## config.mk

```make
export PLATFORM = sky130hd
export DESIGN_NAME = irqx_ctl
export DESIGN_NICKNAME = d
export VERILOG_FILES = /design/src/rtl/irqx_pkg.sv /design/src/rtl/irqx_intr_state.sv /design/src/rtl/irqx_prio_shadow.sv /design/src/rtl/irqx_exit_arb.sv /design/src/rtl/irqx_ctl.sv
export SDC_FILE = /design/constraint.sdc
export NUM_CORES = 1
export LEC_CHECK = 0
export ABC_AREA = 0
export CAP_MARGIN = 30
export CELL_PAD_IN_SITES_DETAIL_PLACEMENT = 1
export CELL_PAD_IN_SITES_GLOBAL_PLACEMENT = 2
export CORE_UTILIZATION = 20
export CTS_CLUSTER_SIZE = 14
export DETAILED_ROUTE_END_ITERATION = 6
export GPL_ROUTABILITY_DRIVEN = 0
export PLACE_DENSITY_LB_ADDON = 0.1
export SYNTH_ARGS = -nofsm -noshare
export SYNTH_HDL_FRONTEND = slang
export SYNTH_SLANG_ARGS = --single-unit
export TNS_END_PERCENT = 10
```

## constraint.sdc

```tcl
create_clock -name clk -period 1.2 [get_ports clk]
set_clock_uncertainty 0.15 [all_clocks]
set_input_delay 0.24 -clock clk [delete_from_list [all_inputs] [get_ports clk]]
set_output_delay 0.24 -clock clk [all_outputs]
set_load 0.05 [all_outputs]
```

## src/rtl/irqx_pkg.sv

```systemverilog
package irqx_pkg;
   localparam int RSN_W = 6;

   typedef enum logic [RSN_W-1:0] {
      RSN_NMI  = 6'd0,
      RSN_EXT  = 6'd1,
      RSN_WIN  = 6'd7,
      RSN_PRIO = 6'd43
   } rsn_e;

   typedef struct packed {
      logic nmi;
      logic ext;
      logic win;
      logic prio;
   } cause_t;
endpackage

```

## src/rtl/irqx_intr_state.sv

```systemverilog
module irqx_intr_state #(
   parameter bit SS_TRACK = 1'b1
) (
   input  logic clk,
   input  logic rst_n,
   input  logic insn_retire,
   input  logic ss_load,
   input  logic nmi_req,
   input  logic nmi_take,
   input  logic iret_strobe,
   output logic ss_block,
   output logic nmi_block,
   output logic nmi_pend
);
   generate
      if (SS_TRACK) begin : g_ss
         logic ss_q;
         always_ff @(posedge clk or negedge rst_n) begin
            if (!rst_n)
               ss_q <= 1'b0;
            else if (insn_retire)
               ss_q <= ss_load;
         end
         assign ss_block = ss_q;

         AST_SS_ONE_INSN: assert property (@(posedge clk) disable iff (!rst_n)
            (ss_q && insn_retire && !ss_load) |=> !ss_q);
         AST_SS_HOLD: assert property (@(posedge clk) disable iff (!rst_n)
            (ss_q && !insn_retire) |=> ss_q);
      end else begin : g_no_ss
         assign ss_block = 1'b0;
      end
   endgenerate

   always_ff @(posedge clk or negedge rst_n) begin
      if (!rst_n) begin
         nmi_pend  <= 1'b0;
         nmi_block <= 1'b0;
      end else begin
         nmi_pend <= (nmi_pend & ~nmi_take) | nmi_req;
         if (nmi_take)
            nmi_block <= 1'b1;
         else if (iret_strobe)
            nmi_block <= 1'b0;
      end
   end

   AST_NMI_BLOCK_SET: assert property (@(posedge clk) disable iff (!rst_n)
      nmi_take |=> nmi_block);
endmodule

```

## src/rtl/irqx_prio_shadow.sv

```systemverilog
module irqx_prio_shadow #(
   parameter int PRIO_W    = 4,
   parameter bit PRIO_EXIT = 1'b1
) (
   input  logic              clk,
   input  logic              rst_n,
   input  logic              wr_en,
   input  logic [PRIO_W-1:0] wr_data,
   input  logic [PRIO_W-1:0] thresh,
   input  logic              prio_take,
   output logic [PRIO_W-1:0] shadow,
   output logic              prio_pend
);
   always_ff @(posedge clk or negedge rst_n) begin
      if (!rst_n)
         shadow <= '0;
      else if (wr_en)
         shadow <= wr_data;
   end

   generate
      if (PRIO_EXIT) begin : g_cmp
         logic lowered;
         logic pend_q;
         assign lowered = wr_en && (wr_data < thresh);
         always_ff @(posedge clk or negedge rst_n) begin
            if (!rst_n)
               pend_q <= 1'b0;
            else if (lowered)
               pend_q <= 1'b1;
            else if (prio_take)
               pend_q <= 1'b0;
         end
         assign prio_pend = pend_q;

         AST_PRIO_LOWER: assert property (@(posedge clk) disable iff (!rst_n)
            (wr_en && (wr_data < thresh)) |=> prio_pend);
      end else begin : g_no_cmp
         assign prio_pend = 1'b0;
      end
   endgenerate

   AST_SHADOW_WRITE: assert property (@(posedge clk) disable iff (!rst_n)
      wr_en |=> (shadow == $past(wr_data)));
endmodule

```

## src/rtl/irqx_exit_arb.sv

```systemverilog
module irqx_exit_arb
   import irqx_pkg::*;
(
   input  logic             clk,
   input  logic             rst_n,
   input  logic             guest_mode,
   input  cause_t           cause,
   input  logic             exit_ack,
   output cause_t           grant,
   output logic             exit_req,
   output logic [RSN_W-1:0] exit_reason
);
   logic       req_q;
   rsn_e       rsn_q;
   rsn_e       rsn_nxt;

   always_comb begin
      grant   = '0;
      rsn_nxt = RSN_NMI;
      if (!req_q && guest_mode) begin
         if (cause.nmi) begin
            grant.nmi = 1'b1;
            rsn_nxt   = RSN_NMI;
         end else if (cause.ext) begin
            grant.ext = 1'b1;
            rsn_nxt   = RSN_EXT;
         end else if (cause.win) begin
            grant.win = 1'b1;
            rsn_nxt   = RSN_WIN;
         end else if (cause.prio) begin
            grant.prio = 1'b1;
            rsn_nxt    = RSN_PRIO;
         end
      end
   end

   always_ff @(posedge clk or negedge rst_n) begin
      if (!rst_n) begin
         req_q <= 1'b0;
         rsn_q <= RSN_NMI;
      end else if (req_q) begin
         if (exit_ack)
            req_q <= 1'b0;
      end else if (|grant) begin
         req_q <= 1'b1;
         rsn_q <= rsn_nxt;
      end
   end

   assign exit_req    = req_q;
   assign exit_reason = rsn_q;

   AST_ACK_HOLD: assert property (@(posedge clk) disable iff (!rst_n)
      (req_q && !exit_ack) |=> (req_q && $stable(rsn_q)));
   AST_ACK_DROP: assert property (@(posedge clk) disable iff (!rst_n)
      (req_q && exit_ack) |=> !req_q);
   AST_NO_GUEST: assert property (@(posedge clk) disable iff (!rst_n)
      (!guest_mode && !req_q) |=> !req_q);
   AST_REASON_LEGAL: assert property (@(posedge clk) disable iff (!rst_n)
      req_q |-> (exit_reason inside {6'd0, 6'd1, 6'd7, 6'd43}));
endmodule

```

## src/rtl/irqx_ctl.sv

```systemverilog
module irqx_ctl
   import irqx_pkg::*;
#(
   parameter int PRIO_W    = 4,
   parameter bit SS_TRACK  = 1'b1,
   parameter bit PRIO_EXIT = 1'b1
) (
   input  logic              clk,
   input  logic              rst_n,
   input  logic              guest_mode,
   input  logic              ie_flag,
   input  logic              ctl_ext_exit,
   input  logic              ctl_win_exit,
   input  logic              ext_irq_req,
   input  logic              nmi_req,
   input  logic              insn_retire,
   input  logic              ss_load,
   input  logic              iret_strobe,
   input  logic              prio_wr_en,
   input  logic [PRIO_W-1:0] prio_wr_data,
   input  logic [PRIO_W-1:0] prio_thresh,
   input  logic              exit_ack,
   output logic              exit_req,
   output logic [RSN_W-1:0]  exit_reason,
   output logic [PRIO_W-1:0] prio_shadow,
   output logic              ss_block,
   output logic              nmi_block
);
   generate
      if (PRIO_W < 1 || PRIO_W > 16) begin : g_bad_w
         $error("irqx_ctl: PRIO_W must lie in 1..16");
      end
   endgenerate

   cause_t cause;
   cause_t grant;
   logic   nmi_pend;
   logic   prio_pend;

   irqx_intr_state #(.SS_TRACK(SS_TRACK)) u_state (
      .clk        (clk),
      .rst_n      (rst_n),
      .insn_retire(insn_retire),
      .ss_load    (ss_load),
      .nmi_req    (nmi_req),
      .nmi_take   (grant.nmi),
      .iret_strobe(iret_strobe),
      .ss_block   (ss_block),
      .nmi_block  (nmi_block),
      .nmi_pend   (nmi_pend)
   );

   irqx_prio_shadow #(.PRIO_W(PRIO_W), .PRIO_EXIT(PRIO_EXIT)) u_prio (
      .clk      (clk),
      .rst_n    (rst_n),
      .wr_en    (prio_wr_en),
      .wr_data  (prio_wr_data),
      .thresh   (prio_thresh),
      .prio_take(grant.prio),
      .shadow   (prio_shadow),
      .prio_pend(prio_pend)
   );

   always_comb begin
      cause.nmi  = nmi_pend & ~nmi_block;
      cause.ext  = ctl_ext_exit & ext_irq_req & ~ss_block;
      cause.win  = ctl_win_exit & ie_flag & ~ss_block;
      cause.prio = prio_pend;
   end

   irqx_exit_arb u_arb (
      .clk        (clk),
      .rst_n      (rst_n),
      .guest_mode (guest_mode),
      .cause      (cause),
      .exit_ack   (exit_ack),
      .grant      (grant),
      .exit_req   (exit_req),
      .exit_reason(exit_reason)
   );

   AST_NMI_GATED: assert property (@(posedge clk) disable iff (!rst_n)
      grant.nmi |-> !nmi_block);
   AST_SS_GATES_EXT: assert property (@(posedge clk) disable iff (!rst_n)
      (ss_block && !nmi_pend && !prio_pend && !exit_req) |=> !exit_req);
endmodule

```

Yosys cells after proc, flatten, opt, wreduce, memory -nomap -nowiden
Cells that the tools add are included.
- output and inout bits: 13
- input port bits: 21
- flip-flop bits (word level): 15
- reductions and logical operators: 7
- muxes and demuxes: 20
- magnitude comparators: 1
- bitwise operators: 11
- operators by type and width (operator ; number):
    6-bit two-way mux ; 5
    1-bit two-way mux ; 12
    1-bit bitwise AND ; 6
    4-bit < comparator ; 1
    4-bit two-way mux ; 1
    1-bit NOT ; 4
    2-bit nonzero test ; 2
    4-bit OR reduction ; 1
    3-bit two-way mux ; 1
    1-bit logical AND ; 2
    2-bit two-way mux ; 1
    2-bit AND reduction ; 1
    1-bit zero test ; 1
    1-bit OR ; 1

Logic depth before layout (Yosys ltp)
- depth in word-level cells: 9
- depth in mapped cells: 6

Hierarchy
From an unflattened synthesis, not the netlist that was laid out.
- cell total of the unflattened synthesis: 65
- area, all modules: 681.9 um^2
- by module, submodules not included (module ; sequential area each (um^2) ; area an instance (um^2) ; cells each ; instances):
    irqx_exit_arb ; 125.1 ; 289.0 ; 32 ; 1
    irqx_prio_shadow ; 125.1 ; 259.0 ; 22 ; 1
    irqx_intr_state ; 75.1 ; 110.1 ; 8 ; 1
    irqx_ctl ; 0.0 ; 23.8 ; 3 ; 1

Least setup slack after synthesis
No wires, ideal clock.
- path kind: reg-to-reg
- start: reg u_state.nmi_block
- end: reg u_arb.rsn_q[1], in the netlist u_arb.exit_reason[1]
- path slack: -0.321 ns
- stages on the path, launching flop included: 5
- arrival: 1.247 ns
- period minus slack after synthesis: 1.521 ns
- setup time: 0.124 ns
- path through: dfrtp_1 > nand2b_1 > nand2_1 > nor3b_1 > a211o_1
- longest elaborated chain between the ends: 6
- elaborated cells on any way between the ends: 9
- ends and longest elaborated chain (item ; line ; source):
    from (decl) ; irqx_intr_state.sv:12 ; output logic nmi_block,
    from (signal assigned) ; irqx_intr_state.sv:38 ; nmi_block <= 1'b0;
    from (signal assigned) ; irqx_intr_state.sv:42 ; nmi_block <= 1'b1;
    from (signal assigned) ; irqx_intr_state.sv:44 ; nmi_block <= 1'b0;
    1-bit NOT (*) ; irqx_ctl.sv:65 ; cause.nmi = nmi_pend & ~nmi_block;
    1-bit bitwise AND (*) ; irqx_ctl.sv:65 ;
    3-bit two-way mux or 1-bit two-way mux (tied branches) ; irqx_exit_arb.sv:21 ; if (cause.nmi) begin
    4-bit two-way mux ; irqx_exit_arb.sv:20 ; if (!req_q && guest_mode) begin
    4-bit OR reduction ; irqx_exit_arb.sv:44 ; end else if (|grant) begin
    2-bit AND reduction (no source line) ; n/a ;
    to (signal assigned) ; irqx_exit_arb.sv:46 ; rsn_q <= rsn_nxt;
    to (decl) ; irqx_exit_arb.sv:14 ; rsn_e rsn_q;
Every way passes the cells marked *; elsewhere a longest branch is shown, timed or not.
A chain may end at the register's enable or synchronous reset.

Worst setup path after layout
- start: in ctl_win_exit
- end: reg u_arb.rsn_q[1], in the netlist u_arb.exit_reason[1]
- longest elaborated chain between the ends: 8
- elaborated cells on any way between the ends: 13
- ends and longest elaborated chain (item ; line ; source):
    from (decl) ; irqx_ctl.sv:13 ; input logic ctl_win_exit,
    1-bit bitwise AND (*) (2 in series) ; irqx_ctl.sv:67 ; cause.win = ctl_win_exit & ie_flag & ~ss_block;
    1-bit two-way mux ; irqx_exit_arb.sv:27 ; end else if (cause.win) begin
    2-bit two-way mux ; irqx_exit_arb.sv:24 ; end else if (cause.ext) begin
    3-bit two-way mux ; irqx_exit_arb.sv:21 ;
    4-bit two-way mux ; irqx_exit_arb.sv:20 ;
    4-bit OR reduction ; irqx_exit_arb.sv:44 ;
    2-bit AND reduction (no source line) ; n/a ;
Marked as above.

==> metrics list <==
- VDD sags by at most between 800 and 900 uV.
- In this run the number of H-tree levels came out at 1.
* All-layer global routing usage: 0.112
* Max Fanout on Critical Path: 5
* Number of flip-flops and latches in the synthesized netlist: 13
- Setup violations remaining at the end of the flow were counted as 18.
- Data arrives at the worst endpoint at between 1 and 1.5 ns.
- In this run, the number of DRC markers left after iteration 0 of detailed routing was 14.
* Type of the most critical hold path: primary input to asynchronous set/reset pin
- Entering global routing, the biggest net connects 14 pins.
- Clock-pin slew of the registers on the worst-case setup and hold paths: 0.08 ns
* RSZ-0062 raised after global routing: yes
* Worst reg2reg path depth: 4
- Dividing the detail-routed via count by the number of cells gives about 4.
- Async set or reset register ratio after synthesis: 1.00
- Walking the worst path, the cells encountered are clkdlybuf4s50_1 -> nand2_2 -> a21oi_4 -> o31ai_4 -> a211o_1.
- Top cell family by delay on the critical path: compound AO/OA/AOI/OAI gates
- Register-to-register setup slack: -0.16 ns
* CTS tree: yes
- Library cells used by synthesis: 22
* Global-route wire length before repair: around 2800 um
* Bufs on Longest Clock Path: 2
- Failing checks: negative setup slack
* Worst setup slack after layout: -0.173 ns
- Drt total wl: 1650 um
- The cell area that synthesis handed to floorplanning was between 600 and 700 um2.
* Max_cap viols: 0
* Post-synth top flop: sky130_fd_sc_hd__dfrtp_1
- Worst skew pair latency: approximately 0.28 ns
* Worst setup EP type: flop
* Remaining Overflow, GRT: 0
- Cts bufs inserted: 3
- After detailed routing, the number of remaining DRC violations is 0.
- Port buffering added 32 buffers.
* PD cells: about 1700 nW/um2
- Die Span X: a little under 60 um
- Count of mapped cells out of synthesis: 57
- Vias: 577
- The worst register-to-register path ends at u_arb.exit_reason[1].
- Area Overhead vs Synth: 109%
- The flow ran to the end, but the final reports show violations.
- Category of the worst setup path launch point: primary input
* Fin crit share: 1.14
- ANT cells: 0
- Power after layout: 2.31 mW
- The count of endpoints failing hold in the final timing report is 0.
* Number of antenna violations at the first check in global routing: 0
- Total Die Area: ~3500 um2
* Cell types with the largest area share after synthesis: sky130_fd_sc_hd__dfrtp_1 (50%), sky130_fd_sc_hd__mux2_2 (8.7%), sky130_fd_sc_hd__ha_1 (5.8%)
- Fmax: roughly 730 MHz
* Number of pins with negative max-slew slack in the final report: 0
- Vias in the first global route: 636
- Reg2Reg Launch Point: u_state.ss_block
- For the worst setup path, the data required time is ~1.2 ns.
- The wire-length estimate of the detail-placed layout is 1320 um.
* Final core utilization: 0.444
* Instance count on the critical path: 5
- Number of nets in the layout: around 130
- Min Tclk post-route: roughly 1.4 ns
- Mean post-synth cell area: ~11 um2
- Worst setup path startpoint: ctl_win_exit
* Clock sink count: 13
* Antenna-violating nets left: 0
- Site Rows: 20
* Net count after synthesis: 81
- Dividing the detail-routed wire length by the instance count gives about 11 um.
* Top-area cell type share of the netlist area: 0.502
- Worst setup path endpoint: u_arb.exit_reason[1]
* CP bufs+invs: 1
- The analysis attributes to cell leakage a power of roughly 0.6 nW.
* Number of top-level design ports: 34
- For this configuration, the core starts out at a cell density of 0.212.
* Sequential element share of the synthesized area: 0.502
* Number of synthesis warnings: 0
- Stage delay of the slowest cell on the critical path: roughly 0.47 ns
- The tree is rooted in a sky130_fd_sc_hd__clkbuf_4.
- The synthesized design contains 0 enable-type register cells.
* Core Region: 3050 um2
- The first detailed-routing pass ran for 2 iterations.
- The critical path is of the primary input to flop type.
- Fraction of final layout cells with drive strength greater than 1: 0.510
- Of all cell types, the one taking the most synthesized area is sky130_fd_sc_hd__dfrtp_1.
- Slowest cell on the critical path: sky130_fd_sc_hd__clkdlybuf4s50_1
- From bottom edge to top edge, the die measures between 50 and 60 um.
## layout by cell type (no fill, tap or decap), drive strengths merged, types with 2 or more instances in the layout
cell	n
clkbuf	4
a21oi	3
inv	5
dfrtp	13
mux2	5
buf	23
nor2b	2
ha	3
clkdlybuf4s50	19
nand2	6
o21ai	4
nand2b	4
a21o	2
## state kept, by name, summed over array words and instances (netlist names)
signal,count
u_prio.shadow,4
u_prio.prio_pend,1
u_arb.exit_reason,4
u_state.nmi_block,1
u_state.ss_block,1
u_state.nmi_pend,1
u_arb.exit_req,1
## power breakdown
group,total (mW),internal (mW),switching (mW),leakage (nW)
combinational,1.35,0.716,0.637,0.441
clock,0.275,0.129,0.146,0.0150
sequential,0.680,0.551,0.129,0.151
total,2.31,1.40,0.913,0.606
## layer usage
layer,track usage,share of wire,vias up
met5,0,0,-
met4,0.0408,0.0085,0
met3,0.0505,0.064,2
met2,0.192,0.51,17
met1,0.122,0.42,276
li1,-,-,282
## cell families after synthesis
logic type | count (synthesis) | share of synthesized area
DFF | 13 | 0.502
adders and majority gates | 3 | 0.0579
other | 1 | 0.00579
AOI/OAI and AO/OA | 13 | 0.154
and+or+nand+nor | 15 | 0.141
buffers and inverters | 7 | 0.0521
muxes | 5 | 0.0869
## how the worst min path moves through the flow
stage,endpoint,slack [ns],cells past startpoint,startpoint
2_1_floorplan,u_arb.exit_reason[0],-0.21,0,rst_n
3_5_place_dp,u_arb.exit_reason[2],0.40,1,u_arb.exit_reason[2]
4_1_cts,u_arb.exit_reason[0],0.13,2,rst_n
5_1_grt,u_prio.shadow[2],0.12,2,rst_n
6_report,u_state.nmi_pend,0.14,2,rst_n
3_3_place_gp,u_arb.exit_reason[1],0.40,1,u_arb.exit_reason[1]
## timing repair
action / in CTS / in global routing
buffers inserted: 2 / 1
resized for setup: 9 / 8
setup endpoints to repair: 19 / 23
hold buffers: 0 / 0
pin swaps: 1 / 1
## cell type report
class | count | area, um2
flip-flops and latches | 13 | 330
inverters | 5 | 18.8
clock buffers | 4 | 26.3
fillers | 348 | 1700
well taps | 44 | 55.1
multi-input cells | 37 | 368
repair buffers | 43 | 557
## cells in the mapped netlist, types with 2 or more instances
| cell | count |
|---|---|
| sky130_fd_sc_hd__dfrtp_1 | 13 |
| sky130_fd_sc_hd__inv_1 | 5 |
| sky130_fd_sc_hd__mux2_2 | 5 |
| sky130_fd_sc_hd__nand2_1 | 5 |
| sky130_fd_sc_hd__nand2b_1 | 4 |
| sky130_fd_sc_hd__o21ai_0 | 4 |
| sky130_fd_sc_hd__ha_1 | 3 |
| sky130_fd_sc_hd__a21o_2 | 2 |
| sky130_fd_sc_hd__a21oi_1 | 2 |
| sky130_fd_sc_hd__buf_4 | 2 |
## metrics by stage
| stage | TNS (ns) | setup WS, ns | hold WS, ns | instance area [um2] | instances |
|---|---|---|---|---|---|
| global route | -2.19 | -0.227 | 0.122 | 1360 | 146 |
| global placement | -3.59 | -0.435 | 0.400 | 1250 | 139 |
| floorplan | -0.661 | -0.154 | -0.206 | 697 | 57 |
| finish | -1.38 | -0.173 | 0.135 | 1360 | 146 |
| CTS | -1.63 | -0.182 | 0.130 | 1310 | 145 |
| detailed placement | -3.74 | -0.474 | 0.396 | 1250 | 139 |
No activity file was read; power rests on OpenSTA's default activity.
